==> config.mk <==
export PLATFORM = sky130hd
export DESIGN_NAME = i2c_regfile_target
export DESIGN_NICKNAME = d
export VERILOG_FILES = /design/src/rtl/i2c_tgt_pkg.sv /design/src/rtl/i2c_tgt_sync.sv /design/src/rtl/i2c_tgt_regs.sv /design/src/rtl/i2c_regfile_target.sv
export SDC_FILE = /design/constraint.sdc
export NUM_CORES = 1
export LEC_CHECK = 0
export ABC_AREA = 1
export BUFFER_PORTS_ARGS = -buffer_cell sky130_fd_sc_hd__clkbuf_2
export CAP_MARGIN = 30
export CORE_ASPECT_RATIO = 1.2
export CORE_UTILIZATION = 67
export DETAILED_ROUTE_END_ITERATION = 8
export PLACE_DENSITY = 0.84
export REMOVE_ABC_BUFFERS = 1
export SLEW_MARGIN = 20
export SYNTH_ARGS = -nofsm -noshare
export SYNTH_HDL_FRONTEND = slang
export SYNTH_SLANG_ARGS = --single-unit
==> constraint.sdc <==
create_clock -name clk -period 5.55 [get_ports clk]
set_input_delay 0.8325 -clock clk [delete_from_list [all_inputs] [get_ports clk]]
set_output_delay 0.8325 -clock clk [all_outputs]
set_load 0.02 [all_outputs]
==> src/rtl/i2c_tgt_pkg.sv <==
package i2c_tgt_pkg;
  typedef enum logic [2:0] {
    ST_IDLE   = 3'd0,
    ST_ADDR   = 3'd1,
    ST_WR     = 3'd2,
    ST_RD     = 3'd3,
    ST_IGNORE = 3'd4
  } tgt_state_e;
endpackage

==> src/rtl/i2c_tgt_sync.sv <==
// Synchronizes both bus lines and derives bus events from the settled levels.
module i2c_tgt_sync #(
  parameter int STAGES = 2
) (
  input  logic clk,
  input  logic rst,
  input  logic scl_i,
  input  logic sda_i,
  output logic scl_lvl,
  output logic sda_lvl,
  output logic scl_rise,
  output logic scl_fall,
  output logic start_p,
  output logic stop_p
);
  logic [1:0] line_in;
  logic [1:0] line_sync;
  logic [1:0] line_prev;

  assign line_in = {scl_i, sda_i};

  for (genvar g = 0; g < 2; g++) begin : g_line
    logic [STAGES-1:0] ff_q;
    always_ff @(posedge clk) begin
      if (rst) ff_q <= '1;
      else     ff_q <= {ff_q[STAGES-2:0], line_in[g]};
    end
    assign line_sync[g] = ff_q[STAGES-1];
  end

  always_ff @(posedge clk) begin
    if (rst) line_prev <= 2'b11;
    else     line_prev <= line_sync;
  end

  assign scl_lvl  = line_sync[1];
  assign sda_lvl  = line_sync[0];
  assign scl_rise = line_sync[1] & ~line_prev[1];
  assign scl_fall = ~line_sync[1] & line_prev[1];
  assign start_p  = line_sync[1] & line_prev[1] & line_prev[0] & ~line_sync[0];
  assign stop_p   = line_sync[1] & line_prev[1] & ~line_prev[0] & line_sync[0];
endmodule

==> src/rtl/i2c_tgt_regs.sv <==
// Register bank: one write port, asynchronous read at the pointer.
module i2c_tgt_regs #(
  parameter int DW    = 8,
  parameter int DEPTH = 8,
  localparam int AW   = $clog2(DEPTH)
) (
  input  logic          clk,
  input  logic          rst,
  input  logic          we,
  input  logic [AW-1:0] waddr,
  input  logic [DW-1:0] wdata,
  input  logic [AW-1:0] raddr,
  output logic [DW-1:0] rdata
);
  logic [DW-1:0] mem_q [DEPTH];

  always_ff @(posedge clk) begin
    if (rst) begin
      for (int i = 0; i < DEPTH; i++) mem_q[i] <= '0;
    end else if (we) begin
      mem_q[waddr] <= wdata;
    end
  end

  assign rdata = mem_q[raddr];
endmodule

==> src/rtl/i2c_regfile_target.sv <==
module i2c_regfile_target
  import i2c_tgt_pkg::*;
#(
  parameter logic [6:0] DEV_ADDR = 7'h2A,
  parameter int         NUM_REGS = 8,
  parameter int         SYNC_STAGES = 2
) (
  input  logic clk,
  input  logic rst,
  input  logic scl_i,
  input  logic sda_i,
  output logic sda_oe
);
  localparam int         AW      = $clog2(NUM_REGS);
  localparam int         BYTE_W  = 8;
  localparam logic [3:0] BIT_LAST = 4'd8;
  localparam logic [3:0] BIT_ACK  = 4'd9;

  logic scl_lvl, sda_lvl, scl_rise, scl_fall, start_p, stop_p;

  i2c_tgt_sync #(.STAGES(SYNC_STAGES)) u_sync (
    .clk(clk), .rst(rst), .scl_i(scl_i), .sda_i(sda_i),
    .scl_lvl(scl_lvl), .sda_lvl(sda_lvl), .scl_rise(scl_rise),
    .scl_fall(scl_fall), .start_p(start_p), .stop_p(stop_p)
  );

  tgt_state_e        st_q;
  logic [3:0]        bit_q;
  logic [BYTE_W-1:0] rx_q, tx_q;
  logic [AW-1:0]     ptr_q;
  logic              idx_pend_q, mack_q, oe_q;
  logic [BYTE_W-1:0] rd_data;
  logic [2:0]        tx_sel;
  logic              wr_en;
  logic              active;

  assign active = (st_q != ST_IDLE) && (st_q != ST_IGNORE);
  assign tx_sel = 3'(4'd7 - bit_q);
  assign wr_en  = active && !start_p && !stop_p && scl_fall &&
                  (st_q == ST_WR) && (bit_q == BIT_LAST) && !idx_pend_q;

  i2c_tgt_regs #(.DW(BYTE_W), .DEPTH(NUM_REGS)) u_regs (
    .clk(clk), .rst(rst), .we(wr_en), .waddr(ptr_q), .wdata(rx_q),
    .raddr(ptr_q), .rdata(rd_data)
  );

  always_ff @(posedge clk) begin
    if (rst) begin
      st_q       <= ST_IDLE;
      bit_q      <= '0;
      rx_q       <= '0;
      tx_q       <= '0;
      ptr_q      <= '0;
      idx_pend_q <= 1'b0;
      mack_q     <= 1'b0;
      oe_q       <= 1'b0;
    end else if (start_p) begin
      st_q       <= ST_ADDR;
      bit_q      <= '0;
      oe_q       <= 1'b0;
      idx_pend_q <= 1'b1;
    end else if (stop_p) begin
      st_q  <= ST_IDLE;
      bit_q <= '0;
      oe_q  <= 1'b0;
    end else if (active) begin
      if (scl_rise) begin
        if (bit_q < BIT_LAST) begin
          rx_q  <= {rx_q[BYTE_W-2:0], sda_lvl};
          bit_q <= bit_q + 4'd1;
        end else if (bit_q == BIT_ACK) begin
          mack_q <= ~sda_lvl;
        end
      end else if (scl_fall) begin
        if (bit_q == BIT_LAST) begin
          bit_q <= BIT_ACK;
          case (st_q)
            ST_ADDR: begin
              if (rx_q[7:1] == DEV_ADDR) begin
                oe_q <= 1'b1;
                st_q <= rx_q[0] ? ST_RD : ST_WR;
              end else begin
                st_q <= ST_IGNORE;
              end
            end
            ST_WR: begin
              oe_q <= 1'b1;
              if (idx_pend_q) begin
                ptr_q      <= rx_q[AW-1:0];
                idx_pend_q <= 1'b0;
              end else begin
                ptr_q <= ptr_q + AW'(1);
              end
            end
            ST_RD: begin
              oe_q  <= 1'b0;
              ptr_q <= ptr_q + AW'(1);
            end
            default: ;
          endcase
        end else if (bit_q == BIT_ACK) begin
          bit_q <= '0;
          if (st_q == ST_RD && mack_q) begin
            tx_q <= rd_data;
            oe_q <= ~rd_data[BYTE_W-1];
          end else begin
            oe_q <= 1'b0;
            if (st_q == ST_RD) st_q <= ST_IGNORE;
          end
        end else if (st_q == ST_RD && bit_q != '0) begin
          oe_q <= ~tx_q[tx_sel];
        end
      end
    end
  end

  assign sda_oe = oe_q;
endmodule

==> Word level (Yosys, flattened, before mapping) <==
Memories as Yosys holds them, arrays and structs flattened. A register that Yosys moved wholly into a read port is not among the register bits.
Cells that the tools add are included.
{ "totals": {"register_bits": 35, "ramBits": 64, "in_bits": 4, "out_inout_bits": 1, "mem_count": 1} }
{ "classes": {"addsub": 3, "n_lt_le_gt_ge": 2, "n_eq_ne": 17, "n_mux": 44, "bitwise_logic": 18, "n_reduce_logical": 39} }
{ "mem_list": {"columns": ["memory", "depth", "width", "read_ports", "rd_ports_with_merged_regs", "write_ports", "line", "source"], "rows": [
  ["u_regs.mem_q", 8, 8, 1, 1, 8, "i2c_tgt_regs.sv:15", "logic [DW-1:0] mem_q [DEPTH];"]
]} }
{ "op_table": {"columns": ["op", "count"], "rows": [
  ["3-bit two-way mux", 10],
  ["1-bit two-way mux", 25],
  ["7-bit AND reduction", 3],
  ["4-bit two-way mux", 5],
  ["6-bit AND reduction", 3],
  ["2-bit nonzero test", 8],
  ["3-bit nonzero test", 5],
  ["4-bit nonzero test", 3],
  ["1-bit inverter", 11],
  ["1-bit logical AND", 9],
  ["4-bit equality test (second input constant)", 2],
  ["8-bit two-way mux", 1],
  ["8-bit AND reduction", 1],
  ["8-bit OR reduction", 1],
  ["1-bit bitwise AND", 7],
  ["7-bit by 6-bit equality test with 1-bit output (second input constant)", 1],
  ["3-bit by 2-bit equality test with 1-bit output (second input constant)", 2],
  ["2-bit by 1-bit != test with 1-bit output (second input constant)", 3],
  ["3-bit != test (second input constant)", 2],
  ["3-bit case mux with 2 select lines", 1],
  ["5-bit AND reduction", 1],
  ["4-bit by 1-bit adder with 4-bit output (second input constant)", 1],
  ["3-bit by 4-bit less-than comparator with 1-bit output (second input constant)", 1],
  ["4-bit less-than comparator (second input constant)", 1],
  ["other kinds (13)", 16]
]} }

==> Longest topological paths before layout <==
Gate-level depths: netlist of run 1.
{ "logic_depth": {"ltp_word": 15, "mapped_depth": 13} }

==> Hierarchy <==
Synthesis of run 1 repeated with hierarchy kept, for this count alone.
{ "unflattened": {"cells_unflattened": 629, "area_unflattened_um2": 4986.0} }
{ "by_module_without_submodules": {"columns": ["module", "n_inst", "cells_per_inst", "area_per_inst_um2", "seq_area_each_um2"], "rows": [
  ["i2c_tgt_regs", 1, 378, 3246.9, 1921.8],
  ["i2c_regfile_target", 1, 227, 1541.5, 580.6],
  ["i2c_tgt_sync", 1, 24, 197.7, 120.1]
]} }

==> Worst setup path before layout of run 1 <==
No wires, ideal clock.
{ "synth_path": {"path_kind": "input to register", "from": "input rst", "to": "memory u_regs.mem_q[0][0] (enable)", "setup_ns": 0.329, "t_arrival_ns": 1.794, "t_required_ns": 5.221, "path_slack_ns": 3.427, "path_stages": 6, "cell_sequence": "clkbuf_1 > nor3_4 > nand2_4 > nor2_8 > nand2_4 > nand2_1"} }
{ "synth_rtl": {"columns": ["item", "line", "source"], "rows": [
  ["from (decl)", "i2c_regfile_target.sv:9", "input logic rst,"],
  ["to (decl)", "i2c_tgt_regs.sv:15", null]
]} }

==> results of run 1 <==
[metal layers]
layer  part of all wire, %  wire, µm
met1                    37      3810
met2                    50      5250
met3                   9.3       966
met4                   3.9       405
met5                     0         0
[state kept, by name, indices dropped and copies added (netlist names), named ones only]
signal,count
ptr_q,3
u_sync.g_line.ff_q,4
st_q,3
u_sync.line_prev,2
sda_oe,1
mack_q,1
u_regs.mem_q,64
idx_pend_q,1
rx_q,8
tx_q,8
bit_q,4
[worst register-to-register path: stages, from the launching register on]
cell     delay (ps)
dfxtp_1         360
ha_1            220
nand2_1          70
nor2_1           70
inv_2            70
nand2_2          90
nor2_2          200
nand2_4         130
nor2_8          200
nand2_4         120
nand2_1         300
[how the worst max path moves through the flow]
stage,start,endpoint,slack [ps],cells past startpoint
global placement,rst,u_regs.mem_q[5][7],3120,3
detailed placement,rst,u_regs.mem_q[0][0],3070,3
finish,u_sync.line_prev[1],u_regs.mem_q[5][7],3410,10
CTS,flip-flop,tx_q[1],3110,7
floorplan,rst,u_regs.mem_q[0][0],3630,5
global route,u_sync.g_line[1].ff_q[1],u_regs.mem_q[7][3],3260,10
[layout by cell type (no fill, tap or decap), types with 3 or more instances in the layout]
cell	count
a21oi_1	19
clkbuf_2	4
clkbuf_8	9
clkinv_1	9
dfxtp_1	38
edfxtp_1	64
ha_1	8
inv_1	33
inv_2	6
nand2_1	82
nand2_4	10
nand3_1	25
nor2_1	124
nor2_2	3
o21ai_0	43
o21ai_1	11
o22ai_1	14
or2_2	4
[kinds of logic after synthesis]
family                   synth area share (%)
AND/OR/NAND/NOR                          25.5
adder cells (fa/ha/maj)                  2.12
AO/OA/AOI/OAI                            10.3
flip-flops                               56.9
XOR/XNOR                                0.186
buffers and inverters                    4.99
[final cells by class]
class	instances	area [µm²]	area share [%]
repair buffers	5	35.0	0.700
clock buffers	9	124	2.48
inverters	48	181	3.62
well taps	87	109	2.17
flip-flops and latches	102	2680	53.6
clock inverters	7	72.6	1.45
multi-input cells	363	1800	36.0
[through the flow]
step                std cells  power (mW)  utilization (%)
floorplan                 513       0.871                -
global placement          604       0.885             70.4
detailed placement        604       0.887             70.4
CTS                       620        1.34             73.2
global route              621        1.38             73.5
finish                    621        1.34             73.5
[power groups by stage]
stage | Clock [mW] | Sequential, mW | Combinational [mW]
final | 0.473 | 0.829 | 0.0412
after global routing | 0.506 | 0.831 | 0.0459
after CTS | 0.473 | 0.829 | 0.0406
after detailed placement | 0 | 0.846 | 0.0404
after global placement | 0 | 0.846 | 0.0391
after floorplan | 0 | 0.842 | 0.0291
==> run summary, run 1 <==
Hold EP: u_sync.g_line[0].ff_q[1]
vias: 3713
Bufs on Longest Clock Path: 2
total gr overflow: 0
antenna viol nets, final: 0
P_sw: 0.302 mW
synth cell count leaders: nor2_1, nand2_1, edfxtp_1
maximum VDD drop: 0.189 mV
TNS Setup: 0 ps
worst r2r src: u_sync.line_prev[1]
leakage power: 2.03 nW
crit-path cells: ha_1 > nand2_1 > nor2_1 > inv_2 > nand2_2 > nor2_2 > nand2_4 > nor2_8 > nand2_4 > nand2_1
first-pass GRT wire length: 17000 µm
CP Max Fanout: 9
CTS Sinks: 102
# setup viols final: 0
Worst Skew: 8.21 ps
initial core utilization: 69.3%
most numerous cell in the Yosys netlist: nor2_1
Place WS: 3070 ps
CTS tree: built
RSZ-0062 raised after global routing: false
delay-heaviest family, CP: simple AND/OR/NAND/NOR gates
Avg Cell Area, Syn: 8.95 µm²
main area contributors after synthesis: edfxtp_1, dfxtp_1, nor2_1
critical path class: reg2reg
drt via density: 5.98
Routed WL per cell: 16.8 µm
slew margin rel.: 40.1%
routability cong.: 0.933
top-area cell type share of the netlist area: 40.7%
FMAX: 0.467 GHz
switching share of power: 22.5%
CP required: 5590 ps
Final Hold Violating Endpoints: 0
Seq/Total Area, Yosys: 56.9%
Comb pwr share: 3.1%
reg-to-reg endpoint: u_regs.mem_q[5][7]
Hold Startpoint: u_sync.g_line[0].ff_q[0]
Worst R2R Setup Slack: 3410 ps
Setup crit end kind: flip-flop
WP buf/inv: 1
drt first pass iters: 7
Post-Synthesis Cells: 527
initial detailed-routing violation count: 367
number of H-tree levels: 3
Critical Path Source Type: flip-flop
Slew Limit Fails: 0
power density over cell area: 268 nW/µm²
Fillers: 475
die width: 78.6 µm
count of cell types in the netlist: 35
# diodes: 0
Tot GR Track Use: 31.5%
Reg power frac: 61.7%
Yosys warning total: 0
Slowest Stage Delay on Critical Path: 360 ps
synthesized cell area: 4720 µm²
fin nets: 541
CP arrival: 2190 ps
FFs w/ async S/R, synth: 0%
met3 Resource Use GR: 6.41%
Non-Filler Cell Area, Final: 5000 µm²
met2 usage: 52.7%
# hold bufs at CTS: 0
Post-CTS Setup Bufs: 0
slowest CP cell: dfxtp_1
Tmin final: 2140 ps
Pint: 1.04 mW
WHS: 425 ps
Max Cap Viol: 0
core box area: 6810 µm²
Yosys top cell by area: edfxtp_1
Yosys reg bits: 102
met1 Use GR: 36.5%
Resize count post-CTS: 0
layout cell share with drive strength beyond 1: 9.74%
Die Span Y: 93.9 µm
fin crit share: 38.6%
clk_lat worst skew: 370 ps
clock share of power: 35.2%
slack of the critical path: 3410 ps
detailed-route DRC error count: 0
vias in the first global route: 3550
routed wire length: 10400 µm
placed cell area: 4790 µm²
Hold Path Cell Cnt: 1
# rows: 33
Reg2Reg Depth: 10
io pins: 5
initial antenna violation count: 0
Area growth, synth to finish: 6.07%
DP HPWL: 7290 µm
clock slew at reported path FFs: 100 ps
Port Buf Inserts: 4
clock root cell: clkbuf_8
slew at the pin closest to its max-slew limit: 897 ps
ys flop type: edfxtp_1
largest net degree at the start of global routing: 34
HP Class: reg2reg
CTS buffer count: 9
grt peak-use layer: met2
Post-synth EDFFs: 64
die area: 7380 µm²
outcome: finished clean
(Power assumes the default switching activity.)
==> inputs of run 2 (changes only) <==
CORE_UTILIZATION = 63   (was 67)
PLACE_DENSITY = 0.79   (was 0.84)
clock period = 2.1 ns   (was 5.55 ns; I/O delays follow)
==> run summary, run 2 (synthesis results as in run 1) <==
# setup viols final: 0 (unchanged)
Comb pwr share: 3.2% (about the same)
slowest CP cell: dfxtp_1
max reg flops: 64 (unchanged)
Pint: 2.78 mW (+170%)
clock share of power: 36.2% (+1.0 points)
WP buf/inv: 1 (unchanged)
delay-heaviest family, CP: simple AND/OR/NAND/NOR gates
power density over cell area: 700 nW/µm² (+160%)
CTS buffer count: 9 (unchanged)
die width: 81 µm (+3.0%)
most common cell after layout, fill and taps aside: nor2_1
critical path class: reg2reg
HP Class: in2reg
total power: 3.61 mW (+170%)
Largest regs: u_regs.mem_q x64, rx_q x8, tx_q x8
largest net degree at the start of global routing: 33 (-2.9%)
initial core utilization: 65.2% (-4.0 points)
Area growth, synth to finish: 9.31%
Fillers: 561 (+18%)
number of cells after detailed placement: 624 (+3.3%)
Most flops, register: u_regs.mem_q
# diodes: 0 (unchanged)
RSZ-0062 raised after global routing: false
Tot GR Track Use: 28.8% (-2.7 points)
die area: 7840 µm² (+6.2%)
placed cell area: 4920 µm² (+2.7%)
Worst Skew: 7.94 ps (-0.274 ps)
grt peak-use layer: met2
detailed-route DRC error count: 0 (unchanged)
Tmin final: 1960 ps (-187 ps)
fin crit share: 93.1% (+55 points)
routability cong.: 0.948 (+1.6%)
fin nets: 557 (+3.0%)
drt first pass iters: 5 (-2)
initial detailed-routing violation count: 398 (+8.4%)
P_sw: 0.826 mW (+170%)
io pins: 5 (unchanged)
antenna viol nets, final: 0 (unchanged)
number of H-tree levels: 3 (unchanged)
vias: 3649 (-1.7%)
CTS Sinks: 102 (unchanged)
maximum VDD drop: 0.445 mV (+140%)
core box area: 7230 µm² (+6.2%)
CP Max Fanout: 9 (unchanged)
Die Span Y: 96.8 µm (+3.1%)
layout cell share with drive strength beyond 1: 14.0% (+4.3 points)
routed wire length: 10300 µm (-1.1%)
Slowest Stage Delay on Critical Path: 340 ps (-20 ps)
TNS Setup: 0 ps (unchanged)
CP required: 2170 ps (-3420 ps)
clock root cell: clkbuf_8
Final Hold Violating Endpoints: 0 (unchanged)
vias in the first global route: 3494 (-1.6%)
Setup crit end kind: flip-flop
Non-Filler Cell Area, Final: 5160 µm² (+3.1%)
leakage power: 2.11 nW (+3.8%)
switching share of power: 22.9% (+0.42 points)
Max Cap Viol: 0 (unchanged)
met3 Resource Use GR: 6.51% (+0.10 points)
slew margin rel.: 71.1% (+31 points)
clk_lat worst skew: 370 ps (about the same)
initial antenna violation count: 0 (unchanged)
slew at the pin closest to its max-slew limit: 432 ps (-466 ps)
first-pass GRT wire length: 16500 µm (-3.0%)
Reg power frac: 60.6% (-1.1 points)
Bufs on Longest Clock Path: 2 (unchanged)
CP arrival: 2030 ps (-160 ps)
FMAX: 0.511 GHz (+9.5%)
met1 Use GR: 35.1% (-1.4 points)
crit-path cells: ha_1 > nand2_1 > nor2_1 > inv_2 > nand2_2 > nor2_2 > nand2_4 > nor2_8 > nand2_4 > nand2_2
DP HPWL: 7370 µm (+1.1%)
Routed WL per cell: 16.1 µm (-4.1%)
drt via density: 5.70 (-4.6%)
total gr overflow: 0 (unchanged)
outcome: finished clean
clock slew at reported path FFs: 100 ps (about the same)
Post-CTS Setup Bufs: 0 (unchanged)
met2 usage: 46.9% (-5.8 points)
post-layout util: 71.3% (-2.1 points)
commonest cells after routing, fill and taps aside: nor2_1, nand2_1, edfxtp_1
Post-Layout Cell Count: 640 (+3.1%)
Port Buf Inserts: 4 (unchanged)
CTS tree: built
Slew Limit Fails: 0 (unchanged)
Critical Path Source Type: flip-flop
# rows: 34 (+3.0%)
## run 2: layout make-up
class	count	area (µm²)	area share, %
Inverter	48	181	3.52
Timing Repair Buffer	21	148	2.86
Multi-Input combinational cell	363	1820	35.3
Clock buffer	9	124	2.40
Sequential cell	102	2680	52.0
Tap cell	90	113	2.18
Clock inverter	7	88.8	1.72
## run 2: per-layer routing
metal | wire length, µm | share of wire (%) | vias to the layer above
met2 | 5190 | 50 | 150
met5 | 0 | 0 | -
met4 | 358 | 3.5 | 0
li1 | - | - | 1789
met3 | 670 | 6.5 | 32
met1 | 4090 | 40 | 1678
## run 2: stage by stage
stage                     worst slack (ps)  hold slack (ps)
after floorplan                        230              384
after global placement                 154              392
after detailed placement              67.9              403
after CTS                             46.5              106
after global routing                  5.91             94.8
final                                  144              121
## run 2: what timing repair did
action | CTS | global route
setup endpoints to repair | 0 | 64
gates resized for setup | 0 | 8
hold buffers | 0 | 0
## run 2: path summary, 6_finish.rpt
| path | startpoint | endpoint | slack (ps) | cells after the start |
|---|---|---|---|---|
| min reg2reg | u_sync.g_line[1].ff_q[0] | u_sync.g_line[1].ff_q[1] | 430 | 1 |
| max reg2reg | u_sync.g_line[1].ff_q[1] | u_regs.mem_q[5][6] | 140 | 10 |
| max | u_sync.g_line[1].ff_q[1] | u_regs.mem_q[5][6] | 140 | 10 |
| min | scl_i | u_sync.g_line[1].ff_q[0] | 120 | 2 |
## run 2: power by group through the flow
| stage | clock [mW] | combinational, mW | sequential, mW |
|---|---|---|---|
| global placement | 0 | 0.109 | 2.23 |
| floorplan | 0 | 0.0769 | 2.23 |
| detailed placement | 0 | 0.112 | 2.23 |
| finish | 1.30 | 0.117 | 2.19 |
| global route | 1.39 | 0.129 | 2.19 |
| CTS | 1.32 | 0.113 | 2.19 |
==> inputs of run 3 (changes only) <==
CORE_ASPECT_RATIO = 1.4   (was 1.2)
==> run summary, run 3 (synthesis results as in run 1) <==
maximum VDD drop: 0.572 mV (+28%)
number of cells after detailed placement: 627 (+0.48%)
Critical Path Source Type: flip-flop
most common cell after layout, fill and taps aside: nor2_1
Slowest Stage Delay on Critical Path: 340 ps (about the same)
DP HPWL: 7920 µm (+7.4%)
Area growth, synth to finish: 7.93%
detailed-route DRC error count: 0 (unchanged)
power density over cell area: 662 nW/µm² (-5.4%)
Place WS: 54.7 ps (-13.2 ps)
drt first pass iters: 5 (unchanged)
antenna viol nets, final: 0 (unchanged)
Worst Skew: 9.97 ps (+2.03 ps)
FMAX: 0.509 GHz (-0.53%)
CTS tree: built
Most flops, register: u_regs.mem_q
Final Hold Violating Endpoints: 0 (unchanged)
CTS Sinks: 102 (unchanged)
fin crit share: 93.6% (+0.49 points)
# rows: 37 (+8.8%)
slew at the pin closest to its max-slew limit: 429 ps (-2.77 ps)
CTS buffer count: 9 (unchanged)
io pins: 5 (unchanged)
commonest cells after routing, fill and taps aside: nor2_1, nand2_1, edfxtp_1
leakage power: 2.06 nW (-2.0%)
Setup crit end kind: flip-flop
Tot GR Track Use: 30.8% (+2.0 points)
initial antenna violation count: 0 (unchanged)
slack of the critical path: 134 ps (-10.3 ps)
TNS Setup: 0 ps (unchanged)
max reg flops: 64 (unchanged)
Max Cap Viol: 0 (unchanged)
die width: 75.1 µm (-7.2%)
initial core utilization: 64.5% (-0.74 points)
clock slew at reported path FFs: 90 ps (about the same)
# diodes: 0 (unchanged)
vias: 3669 (+0.55%)
slew margin rel.: 71.2% (+0.19 points)
drt via density: 5.71 (about the same)
RSZ-0062 raised after global routing: false
crit-path cells: ha_1 > nand2_1 > nor2_1 > inv_2 > nand2_2 > nor2_2 > nand2_4 > nor2_8 > nand2_4 > nand2_1
Post-Layout Cell Count: 643 (+0.47%)
delay-heaviest family, CP: simple AND/OR/NAND/NOR gates
first-pass GRT wire length: 17300 µm (+4.7%)
total gr overflow: 0 (unchanged)
layout cell share with drive strength beyond 1: 12.3% (-1.7 points)
vias in the first global route: 3565 (+2.0%)
clock root cell: clkbuf_8
# setup viols final: 0 (unchanged)
CP required: 2160 ps (about the same)
routed wire length: 10900 µm (+5.3%)
# hold bufs at CTS: 0 (unchanged)
outcome: finished clean
largest net degree at the start of global routing: 33 (unchanged)
WP buf/inv: 1 (unchanged)
initial detailed-routing violation count: 403 (+1.3%)
Largest regs: u_regs.mem_q x64, rx_q x8, tx_q x8
routability cong.: 0.901 (-4.9%)
clk_lat worst skew: 380 ps (about the same)
HP Class: in2reg
Bufs on Longest Clock Path: 2 (unchanged)
fin nets: 553 (-0.72%)
CP Max Fanout: 8 (-1)
Slew Limit Fails: 0 (unchanged)
critical path class: reg2reg
core box area: 7310 µm² (+1.1%)
die area: 7840 µm² (about the same)
number of H-tree levels: 3 (unchanged)
Port Buf Inserts: 4 (unchanged)
Routed WL per cell: 16.9 µm (+4.8%)
Tmin final: 1970 ps (+10.3 ps)
slowest CP cell: dfxtp_1
Die Span Y: 104 µm (+7.8%)
CP arrival: 2020 ps (about the same)
-- run 3: cell count changes in the layout (fill, tap and decap cells not counted) --
cell       delta
clkbuf_1      +3
nand2_1       +1
nand2_2       -1
buf_12        +1
buf_4         -5
clkinv_1      +2
inv_6         -1
inv_8         -3
bufinv_16     -1
-- run 3: per-stage QoR --
step	power, mW	util (%)	hold WS (ps)	instance area (µm²)
floorplan	2.30	-	384	4660
global placement	2.35	67.2	391	4920
detailed placement	2.35	67.2	398	4920
CTS	3.37	69.4	112	5070
global route	3.46	69.6	126	5090
finish	3.37	69.6	117	5090
-- run 3: power breakdown --
part,switching [mW],total [mW],internal [mW]
clock network,0.636,1.06,0.427
logic,0.0858,0.120,0.0342
registers,0.0193,2.19,2.17
total,0.741,3.37,2.63
-- run 3: cell type report --
| type | count | area (µm²) |
|---|---|---|
| clock inverters | 4 | 23.8 |
| inverters | 48 | 181 |
| multi-input cells | 363 | 1820 |
| fillers | 600 | 2220 |
| well taps | 97 | 121 |
| clock buffers | 12 | 135 |
| flip-flops and latches | 102 | 2680 |
| repair buffers | 17 | 130 |
-- run 3: repair_timing --
action / 4_1_cts / 5_1_grt
gates resized for setup: 0 / 7
setup endpoints to repair: 0 / 49
buffers inserted: 0 / 0
-- run 3: layer usage --
| metal | track usage [%] | part of all wire [%] | vias up |
|---|---|---|---|
| li1 | - | - | 1779 |
| met1 | 35.1 | 37 | 1707 |
| met2 | 52.5 | 52 | 145 |
| met3 | 4.65 | 5.1 | 38 |
| met4 | 18.8 | 5.2 | 0 |
| met5 | 0 | 0 | - |
-- run 3: final timing paths --
kind                                  from                  endpoint  slack, ps  cells after the start
setup / recovery  u_sync.g_line[1].ff_q[1]        u_regs.mem_q[3][4]        130                     10
setup reg to reg  u_sync.g_line[1].ff_q[1]        u_regs.mem_q[3][4]        130                     10
hold / removal                       sda_i  u_sync.g_line[0].ff_q[0]        120                      2
hold reg to reg   u_sync.g_line[0].ff_q[0]  u_sync.g_line[0].ff_q[1]        420                      1
